$ cat config.mk
export PLATFORM = sky130hd
export DESIGN_NAME = pll_rate_seek
export DESIGN_NICKNAME = d
export VERILOG_FILES = /design/src/rtl/pll_seek_pkg.sv /design/src/rtl/pll_rate_table.sv /design/src/rtl/pll_seek_cmp.sv /design/src/rtl/pll_seek_ctrl.sv /design/src/rtl/pll_rate_seek.sv
export SDC_FILE = /design/constraint.sdc
export NUM_CORES = 2
export LEC_CHECK = 0
export CORE_ASPECT_RATIO = 0.7
export CORE_MARGIN = 5
export CORE_UTILIZATION = 43
export DETAILED_ROUTE_END_ITERATION = 10
export DONT_BUFFER_PORTS = 1
export PLACE_DENSITY = 0.64
export SYNTH_ARGS = -nofsm -noshare
export SYNTH_HDL_FRONTEND = slang
export SYNTH_SLANG_ARGS = --single-unit
$ cat constraint.sdc
create_clock -name clk -period 8 [get_ports clk]
set_clock_uncertainty 0.05 [all_clocks]
set_input_delay 0 -clock clk [delete_from_list [all_inputs] [get_ports clk]]
set_output_delay 0 -clock clk [all_outputs]
set_load 0.03 [all_outputs]
$ cat src/rtl/pll_seek_pkg.sv
// Package: shared encodings for the PLL rate table search.
// Assumes: nothing; holds only type definitions.
package pll_seek_pkg;

    // Query mode as driven on the top-level mode pin.
    typedef enum logic {
        MODE_ROUND = 1'b0,
        MODE_EXACT = 1'b1
    } seek_mode_e;

    // Controller state.
    typedef enum logic {
        ST_IDLE = 1'b0,
        ST_SCAN = 1'b1
    } seek_state_e;

endpackage

$ cat src/rtl/pll_rate_table.sv
// Module: register table of PLL rate entries with one write port and one
// combinational read port.
// Assumes: the caller gates the write strobe (writes are taken whenever
// wr_en is high); addresses at or above DEPTH are dropped; reset clears
// every entry to zero, which makes the table empty.
module pll_rate_table #(
    parameter int DEPTH  = 16,
    parameter int IDX_W  = 4,
    parameter int RATE_W = 32,
    parameter int IDIV_W = 6,
    parameter int FMUL_W = 13,
    parameter int ODIV_W = 4
) (
    input  logic              clk,
    input  logic              rst_n,
    input  logic              wr_en,
    input  logic [IDX_W-1:0]  wr_addr,
    input  logic [RATE_W-1:0] wr_rate,
    input  logic [IDIV_W-1:0] wr_idiv,
    input  logic [FMUL_W-1:0] wr_fmul,
    input  logic [ODIV_W-1:0] wr_odiv,
    input  logic [IDX_W-1:0]  rd_addr,
    output logic [RATE_W-1:0] rd_rate,
    output logic [IDIV_W-1:0] rd_idiv,
    output logic [FMUL_W-1:0] rd_fmul,
    output logic [ODIV_W-1:0] rd_odiv
);

    logic [RATE_W-1:0] rate_arr [DEPTH];
    logic [IDIV_W-1:0] idiv_arr [DEPTH];
    logic [FMUL_W-1:0] fmul_arr [DEPTH];
    logic [ODIV_W-1:0] odiv_arr [DEPTH];

    for (genvar g = 0; g < DEPTH; g++) begin : g_entry
        logic              sel;
        logic [RATE_W-1:0] rate_q;
        logic [IDIV_W-1:0] idiv_q;
        logic [FMUL_W-1:0] fmul_q;
        logic [ODIV_W-1:0] odiv_q;

        assign sel = wr_en && (wr_addr == IDX_W'(g));

        // Store one entry; reset clears it to the end-of-table marker.
        always_ff @(posedge clk) begin
            if (!rst_n) begin
                rate_q <= '0;
                idiv_q <= '0;
                fmul_q <= '0;
                odiv_q <= '0;
            end else if (sel) begin
                rate_q <= wr_rate;
                idiv_q <= wr_idiv;
                fmul_q <= wr_fmul;
                odiv_q <= wr_odiv;
            end
        end

        assign rate_arr[g] = rate_q;
        assign idiv_arr[g] = idiv_q;
        assign fmul_arr[g] = fmul_q;
        assign odiv_arr[g] = odiv_q;
    end

    // Read port: out-of-range index reads as an end marker.
    always_comb begin
        rd_rate = '0;
        rd_idiv = '0;
        rd_fmul = '0;
        rd_odiv = '0;
        for (int i = 0; i < DEPTH; i++) begin
            if (rd_addr == IDX_W'(i)) begin
                rd_rate = rate_arr[i];
                rd_idiv = idiv_arr[i];
                rd_fmul = fmul_arr[i];
                rd_odiv = odiv_arr[i];
            end
        end
    end

endmodule

$ cat src/rtl/pll_seek_cmp.sv
// Module: comparison unit for one scan step; judges the current entry
// against the captured request and parent rate.
// Assumes: unsigned rates; a zero entry rate is the table terminator.
module pll_seek_cmp #(
    parameter int RATE_W = 32
) (
    input  logic [RATE_W-1:0] req,
    input  logic [RATE_W-1:0] parent,
    input  logic [RATE_W-1:0] ent_rate,
    output logic              bypass,
    output logic              term,
    output logic              floor_hit,
    output logic              exact_hit
);

    // All four step conditions, evaluated in parallel.
    always_comb begin
        bypass    = (req <= parent);
        term      = (ent_rate == '0);
        floor_hit = (req >= ent_rate);
        exact_hit = (req == ent_rate);
    end

endmodule

$ cat src/rtl/pll_seek_ctrl.sv
// Module: scan controller; walks the table one entry per cycle, decides
// the round or exact result and registers it with a one-cycle done strobe.
// Assumes: the table is sorted by descending rate up to its first zero
// entry; start is only honoured while idle.
module pll_seek_ctrl
    import pll_seek_pkg::*;
#(
    parameter int DEPTH  = 16,
    parameter int IDX_W  = 4,
    parameter int RATE_W = 32,
    parameter int IDIV_W = 6,
    parameter int FMUL_W = 13,
    parameter int ODIV_W = 4
) (
    input  logic              clk,
    input  logic              rst_n,
    input  logic              start,
    input  seek_mode_e        mode,
    input  logic [RATE_W-1:0] req_rate,
    input  logic [RATE_W-1:0] parent_rate,
    output logic [IDX_W-1:0]  rd_addr,
    input  logic [RATE_W-1:0] ent_rate,
    input  logic [IDIV_W-1:0] ent_idiv,
    input  logic [FMUL_W-1:0] ent_fmul,
    input  logic [ODIV_W-1:0] ent_odiv,
    output logic              busy,
    output logic              done,
    output logic [RATE_W-1:0] res_rate,
    output logic [IDIV_W-1:0] res_idiv,
    output logic [FMUL_W-1:0] res_fmul,
    output logic [ODIV_W-1:0] res_odiv,
    output logic              res_invalid,
    output logic              res_empty,
    output logic [RATE_W-1:0] cap_req,
    output logic [RATE_W-1:0] cap_par,
    output seek_mode_e        cap_mode
);

    localparam logic [IDX_W-1:0] LAST_IDX = IDX_W'(DEPTH - 1);

    seek_state_e       state_q;
    logic [IDX_W-1:0]  idx_q;
    logic [RATE_W-1:0] req_q;
    logic [RATE_W-1:0] par_q;
    seek_mode_e        mode_q;
    logic [RATE_W-1:0] last_rate_q;

    logic              bypass, term, floor_hit, exact_hit;
    logic              fin;
    logic [RATE_W-1:0] fin_rate;
    logic [IDIV_W-1:0] fin_idiv;
    logic [FMUL_W-1:0] fin_fmul;
    logic [ODIV_W-1:0] fin_odiv;
    logic              fin_inv;
    logic              fin_empty;

    logic              done_q;
    logic [RATE_W-1:0] rrate_q;
    logic [IDIV_W-1:0] ridiv_q;
    logic [FMUL_W-1:0] rfmul_q;
    logic [ODIV_W-1:0] rodiv_q;
    logic              rinv_q;
    logic              rempty_q;

    pll_seek_cmp #(.RATE_W(RATE_W)) u_cmp (
        .req       (req_q),
        .parent    (par_q),
        .ent_rate  (ent_rate),
        .bypass    (bypass),
        .term      (term),
        .floor_hit (floor_hit),
        .exact_hit (exact_hit)
    );

    // Decide whether the current step ends the query and with what result.
    always_comb begin
        fin       = 1'b0;
        fin_rate  = '0;
        fin_idiv  = '0;
        fin_fmul  = '0;
        fin_odiv  = '0;
        fin_inv   = 1'b0;
        fin_empty = 1'b0;
        if (mode_q == MODE_ROUND && bypass) begin
            fin      = 1'b1;
            fin_rate = par_q;
        end else if (term) begin
            fin = 1'b1;
            if (mode_q == MODE_ROUND) begin
                if (idx_q == '0) begin
                    fin_empty = 1'b1;
                end else begin
                    fin_rate = last_rate_q;
                end
            end else begin
                fin_inv = 1'b1;
            end
        end else if (mode_q == MODE_ROUND && floor_hit) begin
            fin      = 1'b1;
            fin_rate = ent_rate;
        end else if (mode_q == MODE_EXACT && exact_hit) begin
            fin      = 1'b1;
            fin_rate = ent_rate;
            fin_idiv = ent_idiv;
            fin_fmul = ent_fmul;
            fin_odiv = ent_odiv;
        end else if (idx_q == LAST_IDX) begin
            fin = 1'b1;
            if (mode_q == MODE_ROUND) begin
                fin_rate = ent_rate;
            end else begin
                fin_inv = 1'b1;
            end
        end
    end

    // Sequencer: capture on start, step the index, register the result.
    always_ff @(posedge clk) begin
        if (!rst_n) begin
            state_q     <= ST_IDLE;
            idx_q       <= '0;
            req_q       <= '0;
            par_q       <= '0;
            mode_q      <= MODE_ROUND;
            last_rate_q <= '0;
            done_q      <= 1'b0;
            rrate_q     <= '0;
            ridiv_q     <= '0;
            rfmul_q     <= '0;
            rodiv_q     <= '0;
            rinv_q      <= 1'b0;
            rempty_q    <= 1'b0;
        end else begin
            done_q <= 1'b0;
            case (state_q)
                ST_IDLE: begin
                    if (start) begin
                        state_q     <= ST_SCAN;
                        idx_q       <= '0;
                        req_q       <= req_rate;
                        par_q       <= parent_rate;
                        mode_q      <= mode;
                        last_rate_q <= '0;
                    end
                end
                ST_SCAN: begin
                    if (fin) begin
                        state_q  <= ST_IDLE;
                        done_q   <= 1'b1;
                        rrate_q  <= fin_rate;
                        ridiv_q  <= fin_idiv;
                        rfmul_q  <= fin_fmul;
                        rodiv_q  <= fin_odiv;
                        rinv_q   <= fin_inv;
                        rempty_q <= fin_empty;
                    end else begin
                        idx_q       <= idx_q + 1'b1;
                        last_rate_q <= ent_rate;
                    end
                end
                default: state_q <= ST_IDLE;
            endcase
        end
    end

    assign rd_addr     = idx_q;
    assign busy        = (state_q == ST_SCAN);
    assign done        = done_q;
    assign res_rate    = rrate_q;
    assign res_idiv    = ridiv_q;
    assign res_fmul    = rfmul_q;
    assign res_odiv    = rodiv_q;
    assign res_invalid = rinv_q;
    assign res_empty   = rempty_q;
    assign cap_req     = req_q;
    assign cap_par     = par_q;
    assign cap_mode    = mode_q;

endmodule

$ cat src/rtl/pll_rate_seek.sv
// Module: top of the PLL rate table search; joins the table store and the
// scan controller and blocks table writes during a query.
// Assumes: the table is loaded in descending rate order while idle.
module pll_rate_seek
    import pll_seek_pkg::*;
#(
    parameter int DEPTH  = 16,
    parameter int RATE_W = 32,
    parameter int IDIV_W = 6,
    parameter int FMUL_W = 13,
    parameter int ODIV_W = 4,
    localparam int IDX_W = (DEPTH > 1) ? $clog2(DEPTH) : 1
) (
    input  logic              clk,
    input  logic              rst_n,
    input  logic              tbl_we,
    input  logic [IDX_W-1:0]  tbl_addr,
    input  logic [RATE_W-1:0] tbl_rate,
    input  logic [IDIV_W-1:0] tbl_idiv,
    input  logic [FMUL_W-1:0] tbl_fmul,
    input  logic [ODIV_W-1:0] tbl_odiv,
    input  logic              start,
    input  logic              mode,
    input  logic [RATE_W-1:0] req_rate,
    input  logic [RATE_W-1:0] parent_rate,
    output logic              busy,
    output logic              done,
    output logic [RATE_W-1:0] res_rate,
    output logic [IDIV_W-1:0] res_idiv,
    output logic [FMUL_W-1:0] res_fmul,
    output logic [ODIV_W-1:0] res_odiv,
    output logic              res_invalid,
    output logic              res_empty
);

    logic [IDX_W-1:0]  rd_addr;
    logic [RATE_W-1:0] ent_rate;
    logic [IDIV_W-1:0] ent_idiv;
    logic [FMUL_W-1:0] ent_fmul;
    logic [ODIV_W-1:0] ent_odiv;
    logic              wr_ok;
    logic [RATE_W-1:0] cap_req;
    logic [RATE_W-1:0] cap_par;
    seek_mode_e        cap_mode;

    // Table writes are only taken while no query runs.
    assign wr_ok = tbl_we && !busy;

    pll_rate_table #(
        .DEPTH(DEPTH), .IDX_W(IDX_W), .RATE_W(RATE_W),
        .IDIV_W(IDIV_W), .FMUL_W(FMUL_W), .ODIV_W(ODIV_W)
    ) u_table (
        .clk     (clk),
        .rst_n   (rst_n),
        .wr_en   (wr_ok),
        .wr_addr (tbl_addr),
        .wr_rate (tbl_rate),
        .wr_idiv (tbl_idiv),
        .wr_fmul (tbl_fmul),
        .wr_odiv (tbl_odiv),
        .rd_addr (rd_addr),
        .rd_rate (ent_rate),
        .rd_idiv (ent_idiv),
        .rd_fmul (ent_fmul),
        .rd_odiv (ent_odiv)
    );

    pll_seek_ctrl #(
        .DEPTH(DEPTH), .IDX_W(IDX_W), .RATE_W(RATE_W),
        .IDIV_W(IDIV_W), .FMUL_W(FMUL_W), .ODIV_W(ODIV_W)
    ) u_ctrl (
        .clk         (clk),
        .rst_n       (rst_n),
        .start       (start),
        .mode        (seek_mode_e'(mode)),
        .req_rate    (req_rate),
        .parent_rate (parent_rate),
        .rd_addr     (rd_addr),
        .ent_rate    (ent_rate),
        .ent_idiv    (ent_idiv),
        .ent_fmul    (ent_fmul),
        .ent_odiv    (ent_odiv),
        .busy        (busy),
        .done        (done),
        .res_rate    (res_rate),
        .res_idiv    (res_idiv),
        .res_fmul    (res_fmul),
        .res_odiv    (res_odiv),
        .res_invalid (res_invalid),
        .res_empty   (res_empty),
        .cap_req     (cap_req),
        .cap_par     (cap_par),
        .cap_mode    (cap_mode)
    );

endmodule

After elaboration in Yosys (flattened, before gate mapping)
Index checks and enable logic that the tools add are counted.
{"block": "totals", "output_inout_bits": 59, "elab_cells": 252, "register_bits": 1040, "input_bits": 128}
{"block": "op_classes", "n_reduce_logical": 28, "n_bitwise": 2, "n_lt_le_gt_ge": 2, "muxes": 109, "eq_ne": 33, "addsub": 1}
{"op": "2-to-1 mux 32 bit", "count": 26}
{"op": "2-to-1 mux 13 bit", "count": 20}
{"op": "2-to-1 mux 6 bit", "count": 20}
{"op": "2-to-1 mux 4 bit", "count": 22}
{"op": "equality test 4 bit, second input constant", "count": 16}
{"op": "one-hot mux 32 bit (2 select lines)", "count": 1}
{"op": "equality test 32 bit", "count": 1}
{"op": "equality test 4 x 3 -> 1 bit, second input constant", "count": 8}
{"op": ">= comparator 32 bit", "count": 1}
{"op": "less-or-equal comparator 32 bit", "count": 1}
{"op": "zero test 32 bit", "count": 1}
{"op": "logical AND 1 bit", "count": 20}
{"op": "2-to-1 mux 1 bit", "count": 18}
{"op": "equality test 4 x 2 -> 1 bit, second input constant", "count": 4}
{"op": "equality test 4 x 1 -> 1 bit, second input constant", "count": 2}
{"op": "zero test 4 bit", "count": 2}
{"op": "one-hot mux 4 bit (2 select lines)", "count": 1}
{"op": "AND reduction 2 bit", "count": 4}
{"op": "adder 4 x 1 -> 4 bit, second input constant", "count": 1}
{"op": "inequality test 2 bit, second input constant", "count": 2}
{"op": "NOT 1 bit", "count": 2}
{"op": "one-hot mux 1 bit (2 select lines)", "count": 1}
{"op": "zero test 1 bit", "count": 1}

Logic depth before layout (Yosys ltp)
{"block": "logic_depth", "word_depth": 25, "depth_mapped": 27, "mapped_depth_nobuf": 20}

By module
Synthesis repeated with hierarchy kept, for this count alone.
{"block": "unflattened", "cells_unflattened": 6186, "area_unflattened_um2": 49640.1}
{"module": "pll_rate_table", "cells_per_inst": 5267, "seq_area_each_um2": 17616.9, "area_per_inst_um2": 41753.8, "instances": 1}
{"module": "pll_seek_ctrl", "cells_per_inst": 683, "seq_area_each_um2": 3203.1, "area_per_inst_um2": 6195.9, "instances": 1}
{"module": "pll_seek_cmp", "cells_per_inst": 235, "seq_area_each_um2": 0.0, "area_per_inst_um2": 1676.6, "instances": 1}
{"module": "pll_rate_seek", "cells_per_inst": 1, "seq_area_each_um2": 0.0, "area_per_inst_um2": 13.8, "instances": 1}

Worst setup path after synthesis
No wires, ideal clock.
{"block": "synth_timing", "path_kind": "register -> register", "startpoint": "reg u_ctrl.idx_q[0] (netlist: u_ctrl.rd_addr[0])", "endpoint": "reg u_ctrl.rrate_q[20] (netlist: u_ctrl.res_rate[20])", "stages_incl_launch_ff": 24, "n_path_buf": 6, "path_slack_ps": 3173, "period_less_slack_ps": 4827, "arrival_ps": 4709, "path_cell_list": "dfxtp_1 > inv_1 > ha_1 > buf_4 > buf_6 > buf_6 > clkbuf_1 > a221oi_1 > o221ai_1 > a221oi_1 > a21oi_1 > ha_1 > nand4_1 > or3_1 > a2111oi_0 > nor3_1 > o31ai_1 > a21o_1 > clkbuf_1 > clkbuf_1 > a221oi_1 > a21oi_1 > a31oi_1 > o2bb2ai_2"}
{"block": "synth_via", "elab_chain_cells": 24, "word_cells_on_any_way": 51, "cone_classes": "1 x order compare; 16 x eq/ne; 29 x mux; 5 x reduce/logical"}
{"item": "from (decl)", "line": "pll_seek_ctrl.sv:42", "rtl": "logic [IDX_W-1:0] idx_q;"}
{"item": "from (signal assigned)", "line": "pll_seek_ctrl.sv:157", "rtl": "idx_q <= idx_q + 1'b1;"}
{"item": "parallel branches: the longest is 24 deep, another holds 2-to-1 mux 32 bit"}
{"item": "to (signal assigned)", "line": "pll_seek_ctrl.sv:150", "rtl": "rrate_q <= fin_rate;"}
{"item": "to (decl)", "line": "pll_seek_ctrl.sv:58", "rtl": "logic [RATE_W-1:0] rrate_q;"}
Several ways; the timed one is not identified.
A chain may end at the register's enable or synchronous reset.

Worst setup path after layout
{"block": "layout_timing", "startpoint": "reg u_ctrl.idx_q[0] (netlist: u_ctrl.rd_addr[0])", "endpoint": "reg u_ctrl.rodiv_q[1] (netlist: u_ctrl.res_odiv[1])"}
{"block": "layout_via", "elab_chain_cells": 24, "word_cells_on_any_way": 63, "cone_classes": "1 x order compare; 16 x eq/ne; 41 x mux; 5 x reduce/logical"}
{"item": "parallel branches: the longest is 24 deep, another holds 2-to-1 mux 32 bit"}
{"item": "to (signal assigned)", "line": "pll_seek_ctrl.sv:153", "rtl": "rodiv_q <= fin_odiv;"}
{"item": "to (decl)", "line": "pll_seek_ctrl.sv:61", "rtl": "logic [ODIV_W-1:0] rodiv_q;"}
Several ways; the timed one is not identified.

==> impl_results.md <==
- Result of the run: finished clean
- Internal power consumption: roughly 8.6 mW
- Clock edge transition at the registers on the reported setup and hold paths: about 0.060 ns
- Clock network fraction of total power: 0.448
- Fraction of power spent switching nets: 0.259
- Most common cell type on the critical path: buf_4
- Power density relative to cell area: 217 nW/um^2
- Commonest cells after routing, fill and taps aside: 2050 x nand2_1, 1254 x a21oi_1, 1038 x dfxtp_1, 194 x dlygate4sd3_1, 147 x o21ai_0
- Final critical-path required period: a little under 7 ns
- Summed instance area of the synthesized netlist: about 47000 sq um
- Wire length per cell: 24.8 um
- DR DRC count: 0
- CP max stage cell: buf_4
- Final routed wirelength across all metal layers: 191000 um
- Sort of element at the start of the critical path: register
- Die H: roughly 290 um
- Die outline area: about 120000 sq um
- Number of storage elements in the synthesis netlist: ~1000
- Count of fill cells added during filler insertion: about 11000
- Floorplan die width: 407 um
- Kind of end point of the critical path: register
- Maximum fanout encountered on the critical timing path: 57
- Via count of the first global-routing pass: 42836
- Number of sinks on the clock net: 1040
- Final instance area: between 50000 and 60000 sq um
- Class of the most critical setup path: register to register
- Initial core utilization: 0.431
- Combinational power share: 0.088
- Final count of negative-setup-slack endpoints: 0
- Number of search-and-repair iterations in the first detailed-routing pass: 8
- Number of max-slew violations in the final report: 0
- Static Leakage: roughly 17 nW
- Vias after detailed routing: ~48000
- Critical Path Max Stage Delay: between 0.6 and 0.7 ns
- Net count of the mapped netlist: 6575
- Most common cell after layout, fill and taps aside: nand2_1
- Layout overhead on the synthesized area: 12.4%
- Placed instance area: around 48000 sq um
- Post-synthesis cell type count: 97
- Post-CTS Setup Repair Bufs: 0
- Crit path DAT: about 7.4 ns
- Series of cell instances along the critical path: ha_4, inv_2, buf_4, buf_4, nor2_4, buf_4, nand2_1, o21ai_0, o221ai_1, ha_1, nand2_1, o21ai_0, a211oi_1, o21ai_0, a21o_1, buf_4, nor3_1, o21ai_1, a31oi_4, buf_4, a22o_1
- Global-route total usage across every layer: 0.310
- Average vias per placed instance: 6.21
- FF/Latch Area: 20800 sq um
- Relative slew slack: 0.123
- Area of the core: roughly 110000 sq um
- Root Buffer Master: clkbuf_16
- Post-CTS resize count: 0
- Final weighted congestion in routability-driven placement: between 0.9 and 1
- Final Net Count: approximately 6300
- Worst-Margin Slew: approximately 1.3 ns
- Grt ovf: 0
- Number of antenna-violating nets in the routed design: 0
- Part of the total power dissipated in sequential elements: 0.465
- Maximum clock path buffer count: 3
- Fraction of layout instances using a drive strength above 1: 0.0639
- Drt initial violations: 7615
- Share of the clock period used by the worst path: 0.856
- Detailed-placement wirelength estimate: 112000 um
- Peak supply drop: 0.160 mV
- Worst min path class: input port to register
- Net switching power: a little under 3 mW
- Sum of negative setup slack: 0 ns
- Fraction of registers with async set or reset after synthesis: 0
- Area used by multi-input combinational logic: about 24000 sq um
- Maximum number of pins on one net before global-route repair: about 240
- Number of buffers created by CTS: ~110
- I/O pin count: approximately 190
- Count of hold buffers inserted by post-cts repair: 196
- Count of warnings emitted by yosys: 0
- Critical path data required time: 8.57 ns
- Clk Latency, worst-skew pair: just over 0.7 ns
- Final count of hold timing violations: 0
- Number of enable flip-flop cells after synthesis: 0
- Htree depth: 3
- Fmax: roughly 0.15 GHz
- First-pass GRT wire length: between 200000 and 300000 um
- Number of buffer cells added on primary ports: 0
- Most common flop cell mapped by yosys: dfxtp_1
- Core Rows: around 100
- Reported max-cap violation count: 0
- Setup repair after global routing missed its margin: no
- Antenna violations before repair: 22
- Clock tree from TritonCTS: built
- Post-synthesis cell count: roughly 6400
- Synth Area per Inst: between 7 and 8 sq um
- Sequential cell area fraction in the yosys report: 0.439
## flip-flops by register name, summed over array words and instances, names as in the netlist, 4 cells and up
signal / flops
u_ctrl.res_odiv: 4
u_ctrl.cap_par: 32
u_ctrl.res_fmul: 13
u_ctrl.res_idiv: 6
u_table.g_entry.fmul_q: 208
u_ctrl.last_rate_q: 32
u_ctrl.res_rate: 32
u_table.g_entry.idiv_q: 96
u_ctrl.rd_addr: 4
u_table.g_entry.rate_q: 512
u_table.g_entry.odiv_q: 64
u_ctrl.cap_req: 32
## stage by stage
stage	utilization	instances	hold WS (ns)	power, mW	worst slack (ns)
4_1_cts	0.484	7680	0.00542	11.5	1.40
3_3_place_gp	0.433	7294	0.0890	6.24	1.50
3_5_place_dp	0.433	7294	0.0915	6.25	1.49
2_1_floorplan	-	6379	0.0860	6.07	3.17
6_report	0.485	7695	0.0355	11.5	1.15
5_1_grt	0.484	7690	0.0457	11.8	0.831
## cells by family (layout without fill, tap and decap cells)
logic type               count (synthesis)  count (layout)  synth area share
AO/OA/AOI/OAI                         2018            2018             0.258
other                                    0              15                 0
multiplexers                            10              10           0.00214
adder cells (fa/ha/maj)                 68              68            0.0179
buffers and inverters                  741             586            0.0657
flip-flops                            1040            1040             0.439
AND/OR/NAND/NOR                       2502            2502             0.217
## final cells by class
| class | count | area share |
|---|---|---|
| sequential | 1040 | 0.391 |
| antenna | 15 | 0.000704 |
| clock buffer | 158 | 0.0607 |
| multi-input combinational | 4598 | 0.447 |
| inverter | 94 | 0.00676 |
| clock inverter | 32 | 0.00669 |
| tap | 1456 | 0.0342 |
| timing repair buffer | 302 | 0.0532 |
## critical path, delay by kind of cell (launching register included)
kind / cells / cell delay (ns)
buffers and inverters: 6 / 2.27
AND/OR/NAND/NOR: 4 / 0.72
adder cells (fa/ha/maj): 2 / 1.00
flip-flops: 1 / 0.48
AO/OA/AOI/OAI: 9 / 2.13
## cells in the mapped netlist, types with 52 or more instances
master       n  area, sq um
nand3_1     52          260
o21ai_0    147          736
nand2_1   2063         7740
a21oi_1   1254         6280
inv_1       87          327
dfxtp_1   1040        20800
o211ai_1    67          503
clkbuf_1   503         1890
a221oi_1    91          797
buf_2       93          465
ha_1        68          851
nor2_1     118          443
## metal layers
metal	GRT usage	vias up	share of wire
met3	0.0893	440	0.14
met1	0.450	22731	0.42
met2	0.439	3193	0.41
li1	-	21395	-
met4	0.0989	6	0.031
met5	0	-	0.00019
## power groups by stage
stage | sequential [mW] | combinational, mW | clock, mW
finish | 5.36 | 1.01 | 5.17
global route | 5.37 | 1.07 | 5.41
CTS | 5.36 | 0.969 | 5.19
detailed placement | 5.47 | 0.776 | 0
global placement | 5.47 | 0.768 | 0
floorplan | 5.44 | 0.621 | 0
## path summary, 6_finish.rpt
| check | startpoint | to | slack (ns) | cells past startpoint |
|---|---|---|---|---|
| max reg2reg | u_ctrl.rd_addr[0] | u_ctrl.res_odiv[1] | 1.15 | 21 |
| min | req_rate[10] | u_ctrl.cap_req[10] | 0.04 | 3 |
| max | u_ctrl.rd_addr[0] | u_ctrl.res_odiv[1] | 1.15 | 21 |
| min reg2reg | u_table.g_entry[2].rate_q[23] | u_table.g_entry[2].rate_q[23] | 0.40 | 2 |
Power figures use the tool's default switching activity.
